===== src/rtl/bdg_pkg.sv =====
package bdg_pkg;
  typedef enum logic [0:0] {
    BDG_IDLE = 1'b0,
    BDG_RUN  = 1'b1
  } bdg_state_e;
endpackage


===== src/rtl/bdg_tc_reg.sv =====
module bdg_tc_reg #(
  parameter int unsigned W = 16
) (
  input  logic         clk,
  input  logic         rst_n,
  input  logic         wr,
  input  logic [W-1:0] wdata,
  output logic [W-1:0] tc_q
);
  logic [W-1:0] tc_d;

  always_comb begin
    tc_d = tc_q;
    if (wr) tc_d = wdata;
  end

  always_ff @(posedge clk or negedge rst_n) begin
    if (!rst_n) tc_q <= '0;
    else        tc_q <= tc_d;
  end
endmodule


===== src/rtl/bdg_counter.sv =====
module bdg_counter
  import bdg_pkg::*;
#(
  parameter int unsigned W = 16
) (
  input  logic         clk,
  input  logic         rst_n,
  input  logic         en,
  input  logic         tick,
  input  logic [W-1:0] tc_in,
  output logic [W-1:0] cnt_q,
  output logic [W-1:0] act_q,
  output logic         run_q,
  output logic         start_o,
  output logic         reload_o,
  output logic         half_o,
  output logic         strobe_q
);
  bdg_state_e   st_q, st_d;
  logic [W-1:0] cnt_d, act_d, half_val, cnt_dec;
  logic         strobe_d, at_zero;

  assign half_val = act_q >> 1;
  assign cnt_dec  = cnt_q - 1'b1;
  assign at_zero  = (cnt_q == '0);
  assign run_q    = (st_q == BDG_RUN);

  assign start_o  = en && (st_q == BDG_IDLE);
  assign reload_o = en && run_q && tick && at_zero;
  assign half_o   = en && run_q && tick && !at_zero && (cnt_dec == half_val);

  always_comb begin
    st_d     = st_q;
    cnt_d    = cnt_q;
    act_d    = act_q;
    strobe_d = 1'b0;
    if (!en) begin
      st_d = BDG_IDLE;
    end else if (st_q == BDG_IDLE) begin
      st_d  = BDG_RUN;
      cnt_d = tc_in;
      act_d = tc_in;
    end else if (tick) begin
      if (at_zero) begin
        cnt_d    = tc_in;
        act_d    = tc_in;
        strobe_d = 1'b1;
      end else begin
        cnt_d = cnt_dec;
      end
    end
  end

  always_ff @(posedge clk or negedge rst_n) begin
    if (!rst_n) begin
      st_q     <= BDG_IDLE;
      cnt_q    <= '0;
      act_q    <= '0;
      strobe_q <= 1'b0;
    end else begin
      st_q     <= st_d;
      cnt_q    <= cnt_d;
      act_q    <= act_d;
      strobe_q <= strobe_d;
    end
  end
endmodule


===== src/rtl/bdg_wave.sv =====
module bdg_wave (
  input  logic clk,
  input  logic rst_n,
  input  logic en,
  input  logic start,
  input  logic reload,
  input  logic half,
  output logic out_q
);
  logic out_d;

  always_comb begin
    out_d = out_q;
    if (!en)                  out_d = 1'b0;
    else if (start || reload) out_d = 1'b1;
    else if (half)            out_d = 1'b0;
  end

  always_ff @(posedge clk or negedge rst_n) begin
    if (!rst_n) out_q <= 1'b0;
    else        out_q <= out_d;
  end
endmodule


===== src/rtl/baud_divider.sv =====
module baud_divider #(
  parameter int unsigned TC_W = 16
) (
  input  logic            clk,
  input  logic            rst_n,
  input  logic            gen_en,
  input  logic            tick,
  input  logic            tc_wr,
  input  logic [TC_W-1:0] tc_wdata,
  output logic            div_out,
  output logic            tc_strobe
);
  logic [TC_W-1:0] tc_q, cnt_q, act_q;
  logic            run_q, start_w, reload_w, half_w;

  bdg_tc_reg #(.W(TC_W)) u_tc (
    .clk(clk), .rst_n(rst_n), .wr(tc_wr), .wdata(tc_wdata), .tc_q(tc_q)
  );

  bdg_counter #(.W(TC_W)) u_cnt (
    .clk(clk), .rst_n(rst_n), .en(gen_en), .tick(tick), .tc_in(tc_q),
    .cnt_q(cnt_q), .act_q(act_q), .run_q(run_q), .start_o(start_w),
    .reload_o(reload_w), .half_o(half_w), .strobe_q(tc_strobe)
  );

  bdg_wave u_wave (
    .clk(clk), .rst_n(rst_n), .en(gen_en), .start(start_w),
    .reload(reload_w), .half(half_w), .out_q(div_out)
  );
endmodule


===== config.mk =====
export PLATFORM = sky130hd
export DESIGN_NAME = baud_divider
export DESIGN_NICKNAME = d
export VERILOG_FILES = /design/src/rtl/bdg_pkg.sv /design/src/rtl/bdg_tc_reg.sv /design/src/rtl/bdg_counter.sv /design/src/rtl/bdg_wave.sv /design/src/rtl/baud_divider.sv
export SDC_FILE = /design/constraint.sdc
export NUM_CORES = 1
export LEC_CHECK = 0
export ABC_AREA = 1
export CORE_ASPECT_RATIO = 1.25
export CORE_MARGIN = 2
export CORE_UTILIZATION = 30
export DETAILED_ROUTE_END_ITERATION = 12
export PLACE_DENSITY_LB_ADDON = 0.3
export SLEW_MARGIN = 20
export SYNTH_ARGS = -nofsm -noshare
export SYNTH_HDL_FRONTEND = slang
export SYNTH_SLANG_ARGS = --single-unit

===== constraint.sdc =====
create_clock -name clk -period 1.9 [get_ports clk]
set_clock_uncertainty 0.1 [all_clocks]
set_input_delay 0.57 -clock clk [delete_from_list [all_inputs] [get_ports clk]]
set_output_delay 0.57 -clock clk [all_outputs]
set_load 0.03 [all_outputs]

### After elaboration in Yosys (flattened, before gate mapping)

Cells that the tools add are included.

| word-level totals | value |
|---|---|
| flip-flop bits (word level) | 51 |
| bits in latches | 0 |
| bits in writable memories | 0 |
| bits in read-only memories | 0 |
| output and inout bits | 2 |
| logic and storage cells | 37 |
| memories kept | 0 |

| operators by class | value |
|---|---|
| $add $sub $neg | 1 |
| multipliers | 0 |
| divide/modulo/power cells | 0 |
| $lt $le $gt $ge | 0 |
| eq/ne operators | 4 |
| shift operators | 0 |
| muxes and demuxes | 14 |
| bitwise gates (word level) | 1 |
| reduce and logical (&&, ||, !) cells | 11 |

Operators by type and width:

| cell | count |
|---|---|
| 16-bit two-way mux | 6 |
| 16-bit by 15-bit == test with 1-bit output | 1 |
| 16-bit logical NOT | 1 |
| 16-bit by 1-bit subtractor with 16-bit output, second input constant | 1 |
| 1-bit two-way mux | 8 |
| 1-bit logical AND | 6 |
| 2-bit inequality test, second input constant | 2 |
| 3-bit by 1-bit inequality test with 1-bit output, second input constant | 1 |
| 3-bit AND reduction | 1 |
| 2-bit AND reduction | 1 |
| 1-bit logical NOT | 1 |
| 1-bit logical OR | 1 |
| 1-bit inverter | 1 |

### Longest topological paths before layout

Gate-level depths: netlist of the first run.

| logic depth | value |
|---|---|
| depth after elaboration | 7 |
| depth in mapped cells | 15 |

### Hierarchy

Synthesis of the first run repeated with hierarchy kept, for this count alone.

| second synthesis, totals | value |
|---|---|
| cells, all modules | 372 |
| area total of the unflattened synthesis | 2791.4 um2 |

Modules (own cells, without submodules):

| module | times used | cells each | area each (um2) | seq. area each (um2) |
|---|---|---|---|---|
| bdg_counter | 1 | 298 | 2102.0 | 850.8 |
| bdg_tc_reg | 1 | 68 | 644.4 | 400.4 |
| bdg_wave | 1 | 6 | 45.0 | 25.0 |

### Worst setup path after synthesis of the first run

No wires, ideal clock.

| timing | value |
|---|---|
| path kind | reg2reg |
| start | register u_cnt.cnt_q[0] |
| end | register u_wave.out_q |
| setup time | 0.119 ns |
| data arrival time | 1.641 ns |
| path slack | 0.040 ns |
| cell stages (with the launch flop) | 15 |
| path buffers | 1 |
| period minus slack after synthesis | 1.860 ns |
| cell sequence | dfrtp_1 > inv_1 > ha_1 > nand2_1 > nor2_4 > buf_6 > nand2_1 > nand3_1 > nand3_1 > nor2_1 > nand2_1 > nor2_1 > nand2_1 > nand2_1 > a21oi_2 |

| on the way | value |
|---|---|
| cells in the longest elaborated chain, start to end | 5 |

Ends and longest elaborated chain:

| what | line | RTL |
|---|---|---|
| start, declared | bdg_counter.sv:11 | `output logic [W-1:0] cnt_q,` |
| start signal, assigned | bdg_counter.sv:62 | `cnt_q <= cnt_d;` |
| parallel branches: the longest is 5 deep, another holds 16-bit by 1-bit subtractor with 16-bit output | -- |  |
| end signal, assigned | bdg_wave.sv:21 | `else out_q <= out_d;` |
| end, declared | bdg_wave.sv:8 | `output logic out_q` |

Several ways; the timed one is not identified.
A chain may end at the register's enable or synchronous reset.

### Worst setup path in the final report of the first run

| timing | value |
|---|---|
| start | input port gen_en |
| end | register u_wave.out_q |

| on the way | value |
|---|---|
| cells in the longest elaborated chain, start to end | 6 |

Ends and longest elaborated chain:

| what | line | RTL |
|---|---|---|
| start, declared | baud_divider.sv:6 | `input logic gen_en,` |
| 1-bit logical AND (2 in a row) | bdg_counter.sv:29, bdg_counter.sv:30 |  |
| 1-bit logical AND | bdg_counter.sv:29 | `assign reload_o = en && run_q && tick && at_zero;` |
| 1-bit logical OR | bdg_wave.sv:15 | `else if (start \|\| reload) out_d = 1'b1;` |
| 1-bit two-way mux | bdg_wave.sv:15 |  |
| 1-bit two-way mux | bdg_wave.sv:14 | `if (!en) out_d = 1'b0;` |

Several ways; a longest one is shown, not always the timed one.

==> results of run 1 <==
-- routing by layer --
metal	part of all wire, %	track usage [%]	wire length [um]	vias up
li1	-	-	-	1157
met1	43	17.12	2802	1105
met2	54	26.07	3524	32
met3	2.0	1.611	133	9
met4	1.9	6.769	125	0
met5	0	0	0	-
-- power by group --
part	internal (mW)	leakage (nW)	switching, mW	total (mW)
Sequential	1.23	0.613	0.152	1.38
Clock	0.489	0.0708	0.387	0.876
Combinational	0.567	1.04	0.674	1.24
-- through the flow --
step	setup TNS, ns	utilization [%]	instance area, um^2	instances	setup slack (ns)
after floorplan	0	-	2814	323	0.04033
after global placement	-2.871	37.56	3427	490	-0.2584
after detailed placement	-3.639	37.56	3427	490	-0.2979
after CTS	-0.06000	39.79	3631	500	-0.05367
after global routing	-0.1656	40.23	3671	500	-0.1639
final	-0.007736	40.23	3671	500	-0.007736
-- state kept, by name (all words and copies together), names as in the netlist --
| signal | count |
|---|---|
| u_cnt.run_q | 1 |
| u_wave.out_q | 1 |
| u_tc.tc_q | 16 |
| u_cnt.cnt_q | 16 |
| u_cnt.act_q | 15 |
| u_cnt.strobe_q | 1 |
-- synth_stat cells (all sizes together), types with 3 or more instances --
master and n:
nand3 33, o221ai 6, o211ai 9, mux2 15, xor2 6, nand2 104
buf 4, o21ai 12, nor2 35, dfrtp 50, inv 36, nand4 3
-- critical path: stages --
cell             delay, ns
clkdlybuf4s50_1       0.48
nand2_1               0.08
nor2_1                0.16
nand3_1               0.10
nor2_1                0.11
nand2_1               0.07
nor2_2                0.10
nand2_1               0.05
nor2_1                0.09
nand2_1               0.06
nand2_1               0.07
a21oi_2               0.05
-- how the worst max path moves through the flow --
stage | start | endpoint | slack (ns) | cells after the start
after global placement | gen_en | u_wave.out_q$_DFFE_PN0P_ | -0.26 | 12
after detailed placement | gen_en | u_wave.out_q$_DFFE_PN0P_ | -0.30 | 12
after global routing | u_cnt.cnt_q[0]$_DFFE_PN0P_ | u_wave.out_q$_DFFE_PN0P_ | -0.16 | 14
final | gen_en | u_wave.out_q$_DFFE_PN0P_ | -0.008 | 12
after CTS | u_cnt.cnt_q[1]$_DFFE_PN0P_ | u_wave.out_q$_DFFE_PN0P_ | -0.05 | 14
after floorplan | u_cnt.cnt_q[0]$_DFFE_PN0P_ | u_wave.out_q$_DFFE_PN0P_ | 0.04 | 14
-- what timing repair did --
item	4_1_cts	5_1_grt
setup endpoints to repair	30	26
gates cloned	1	0
setup buffers	1	0
resized for setup	8	17
pin swaps	3	7
-- logic make-up (layout without fill, tap and decap cells) --
kind of cell,after synthesis,in the layout,synth area share [%]
AO/OA/AOI/OAI,30,30,9.426
XOR/XNOR,8,8,3.468
adder cells (fa/ha/maj),1,1,0.4446
buffers and inverters,43,97,6.447
flip-flops,50,50,44.46
multiplexers,15,15,6.003
AND/OR/NAND/NOR,176,176,29.75
-- layout make-up --
type | count | area (um^2)
Multi-Input combinational cell | 230 | 1434
Tap cell | 123 | 153.9
Timing Repair Buffer | 52 | 540.5
Fill cell | 925 | 5454
Clock buffer | 6 | 128.9
Clock inverter | 2 | 13.76
Inverter | 37 | 146.4
Sequential cell | 50 | 1254
==> flow_summary.json, run 1 <==
{
  "yosysWarnings": 0,
  "finalCritPeriodShare_pct": 100.4,
  "drive_gt1_share_pct": 30.50,
  "yosysTopAreaCell": "dfrtp_1",
  "synth_fp_nets": 345,
  "ff2ff_path_depth": 13,
  "drtIter0Drc": 117,
  "syn_to_final_growth_pct": 30.46,
  "drc_errors": 0,
  "maxSlewHeadroom_pct": 80.09,
  "hpwlAfterDp_mm": 4.812,
  "startpoint_type": "primary input",
  "antenna_cells": 0,
  "pin_count": 23,
  "antenna_found_initial": 0,
  "finalSetupViolCount": 1,
  "synth_area_leaders": "dfrtp_1, nand2_1, mux2_2",
  "place.gp.congestion": 0.8327,
  "final_hold_viol_count": 0,
  "synth_seq_cells": 50,
  "synth_top_area_share_pct": 44.46,
  "hold_ws_ns": 0.1645,
  "cts_tree": "yes",
  "synth_ff_type": "dfrtp_1",
  "cts_root_buf": "clkbuf_16",
  "grt_use_total_pct": 14.46,
  "layout_commonest_cell": "nand2_1",
  "htreeDepth": 2,
  "insertion_delay_ns": 0.28,
  "reg2reg_to": "u_wave.out_q$_DFFE_PN0P_",
  "wirelength_mm": 6.585,
  "run_status": "finished with violations",
  "crit_path_max_fanout": 3,
  "hold_path_class": "in2async",
  "first_global_vias": 2509,
  "finalPower_mw": 3.496,
  "vias": 2303,
  "fmax_ghz": 0.5242,
  "nNetsFinal": 398,
  "grt_pass1_wl_mm": 11.80,
  "final_max_slew_viol_count": 0,
  "vias_per_cell": 4.606,
  "start_util_pct": 30.84,
  "synth-async-reset-ratio_pct": 100.0,
  "die_h_um": 112.3,
  "failed_checks": "negative setup slack",
  "rrSetupSlack_ns": 0,
  "drt_pass1_iterations": 4,
  "clkTransAtPathRegs_ns": 0.07,
  "r2r-start": "u_cnt.cnt_q[1]$_DFFE_PN0P_",
  "rsz0062_at_grt": "yes",
  "io_buffers": 22,
  "cts_buffer_depth": 2,
  "synth_cell_type_count": 32,
  "yosysSeqAreaShare_pct": 44.46,
  "wire_per_inst_um": 13.17,
  "grt_max_degree": 51,
  "finalCriticalPeriod_ns": 1.908,
  "core-area_um2": 9125,
  "rows": 39,
  "arrival_ns": 1.99,
  "overflow": 0,
  "syn_avg_cell_area_um2": 8.712,
  "syn_area_um2": 2814,
  "die_area_um2": 10180,
  "ir_drop_mv": 0.5150,
  "cts.sinks": 50,
  "ctsHoldBuffers": 0,
  "die_w_um": 90.63,
  "synth_edf_count": 0,
  "cap_violations": 0,
  "drt.antenna.violating_nets": 0,
  "required_ns": 1.98,
  "synthCells": 323,
  "power_density_nw_per_um2": 952.2,
  "leakage_nw": 1.724,
  "tightest_slew_ns": 0.2999,
  "cts_made_buffers": 5,
  "worst_setup_path_end_kind": "register",
  "mostFrequentLayoutCells": "nand2_1, dfrtp_1, inv_1, nand3_1, buf_4",
  "worstSetupPathType": "in2reg",
  "worst_slack_ns": -0.007736
}
Note: power is estimated with default switching activity, not from simulation.
==> run 2: changes to the inputs <==
- CAP_MARGIN: default -> 10
- SETUP_SLACK_MARGIN: default -> 0.02
==> flow_summary.json, run 2 (synthesis gave the netlist of run 1 again) <==
{
  "met3_usage_pct": 1.611,
  "cts_made_buffers": 5,
  "antenna_cells": 0,
  "ff2ff_path_depth": 14,
  "start_util_pct": 30.84,
  "die_area_um2": 10180,
  "hpwlAfterDp_mm": 4.812,
  "syn_to_final_growth_pct": 30.68,
  "met1_usage_pct": 17.12,
  "pin_count": 23,
  "antenna_found_initial": 0,
  "clockPowerShare_pct": 25.1,
  "drive_gt1_share_pct": 31.03,
  "leakage_nw": 1.725,
  "hold_path_class": "in2async",
  "cts_tree": "yes",
  "fmax_ghz": 0.5243,
  "final_max_slew_viol_count": 0,
  "reg2reg_to": "u_wave.out_q$_DFFE_PN0P_",
  "drc_errors": 0,
  "failed_checks": "negative setup slack",
  "switching_share_pct": 34.78,
  "power_density_nw_per_um2": 952.4,
  "mostFrequentLayoutCells": "nand2_1, dfrtp_1, inv_1, nand3_1, buf_4",
  "rsz0062_at_grt": "yes",
  "die_w_um": 90.63,
  "rows": 39,
  "required_ns": 1.98,
  "drt_pass1_iterations": 4,
  "startpoint_type": "primary input",
  "maxSlewHeadroom_pct": 80.09,
  "htreeDepth": 2,
  "tightest_slew_ns": 0.2999,
  "drt.antenna.violating_nets": 0,
  "pwr-share-comb_pct": 35.5,
  "vias_per_cell": 4.644,
  "run_status": "finished with violations",
  "die_h_um": 112.3,
  "core-area_um2": 9125,
  "startpoint": "gen_en",
  "finalCriticalPeriod_ns": 1.907,
  "finalCritPeriodShare_pct": 100.4,
  "clkTransAtPathRegs_ns": 0.07,
  "arrival_ns": 1.99,
  "worst_slack_ns": -0.007299,
  "largestRegisters": "u_cnt.cnt_q x16, u_tc.tc_q x16, u_cnt.act_q x15",
  "rrSetupSlack_ns": 0.01,
  "r2r-start": "u_cnt.cnt_q[0]$_DFFE_PN0P_",
  "post_dp_cell_area_um2": 3427,
  "layout_commonest_cell": "nand2_1",
  "grt_pass1_wl_mm": 11.80,
  "worstSetupPathType": "in2reg",
  "first_global_vias": 2509,
  "overflow": 0,
  "final_hold_viol_count": 0,
  "crit_path_max_fanout": 3,
  "place.gp.congestion": 0.8327,
  "io_buffers": 22,
  "stdcell_area_um2": 3677,
  "cap_violations": 0,
  "fin_setup_tns_ns": -0.007299,
  "nNetsFinal": 398,
  "fill_cells": 925,
  "worst_setup_path_end_kind": "register",
  "ir_drop_mv": 0.5144,
  "cts_buffer_depth": 2,
  "insertion_delay_ns": 0.29,
  "wire_per_inst_um": 13.12,
  "internal-power_mw": 2.284,
  "vias": 2322,
  "power_switching_mw": 1.218,
  "grt_use_total_pct": 14.46,
  "pwr-share-seq_pct": 39.4,
  "grt_max_degree": 51,
  "cts_root_buf": "clkbuf_16",
  "grt_use_met2_pct": 26.07,
  "wirelength_mm": 6.561,
  "cts.sinks": 50,
  "drtIter0Drc": 133,
  "grt_busiest_layer": "met2",
  "finalSetupViolCount": 1
}
[run 2: cell types whose count changed in the layout (fill, tap and decap cells not counted), sizes merged]
cell    delta
clkinv     -1
inv        +1
[run 2: layout make-up]
type                    count  area, um^2  share of cell area, %
inverters                  37       148.9                  4.049
clock buffers               6       128.9                  3.505
well taps                 123       153.9                  4.185
clock inverters             2       13.76                 0.3743
flip-flops and latches     50        1254                  34.09
multi-input cells         230        1441                  39.20
repair buffers             52       536.8                  14.60
[run 2: power by group through the flow]
stage	clock network [mW]	logic, mW	registers, mW
finish	0.878	1.24	1.38
global route	0.953	1.40	1.41
CTS	0.905	1.22	1.37
detailed placement	0	1.18	1.39
global placement	0	1.16	1.39
floorplan	0	0.773	1.36
[run 2: how the worst max path moves through the flow]
stage | end | slack, ns | cells past startpoint
floorplan | u_wave.out_q$_DFFE_PN0P_ | 0.04 | 14
global placement | u_wave.out_q$_DFFE_PN0P_ | -0.26 | 12
detailed placement | u_wave.out_q$_DFFE_PN0P_ | -0.30 | 12
CTS | u_wave.out_q$_DFFE_PN0P_ | -0.05 | 14
global route | u_wave.out_q$_DFFE_PN0P_ | -0.16 | 14
finish | u_wave.out_q$_DFFE_PN0P_ | -0.007 | 12
[run 2: repair_timing]
item | in CTS | in global routing
cloned | 1 | 0
pin swaps | 3 | 7
resized for setup | 10 | 17
hold buffers | 0 | 0
endpoints found under the setup margin | 34 | 28
setup buffers | 1 | 0
[run 2: per-layer routing]
metal | share of wire [%] | up-vias
met1 | 42 | 1118
li1 | - | 1161
met4 | 1.7 | 0
met3 | 2.3 | 8
met5 | 0 | -
met2 | 53 | 35
[run 2: critical path: stages]
cell and delay, ns:
clkdlybuf4s50_1 0.48, nand2_1 0.08, nor2_1 0.16, nand3_1 0.10, nor2_1 0.11, nand2_1 0.07
nor2_2 0.10, nand2_1 0.05, nor2_1 0.09, nand2_1 0.06, nand2_1 0.07, a21oi_2 0.05
[run 2: metrics by stage]
step / power (mW) / utilization [%] / setup slack (ns) / hold slack, ns / cells
after floorplan: 2.135 / - / 0.04033 / 0.1744 / 323
after global routing: 3.759 / 40.30 / -0.1639 / 0.1819 / 500
after CTS: 3.503 / 39.86 / -0.05367 / 0.1809 / 500
after detailed placement: 2.573 / 37.56 / -0.2979 / 0.3863 / 490
after global placement: 2.555 / 37.56 / -0.2584 / 0.3816 / 490
final: 3.502 / 40.30 / -0.007299 / 0.1629 / 500
==> run 3: changes to the inputs <==
- CTS_CLUSTER_DIAMETER: default -> 120
==> results of run 3 <==
Final layout, timing and power as in run 2 (identical DEF).
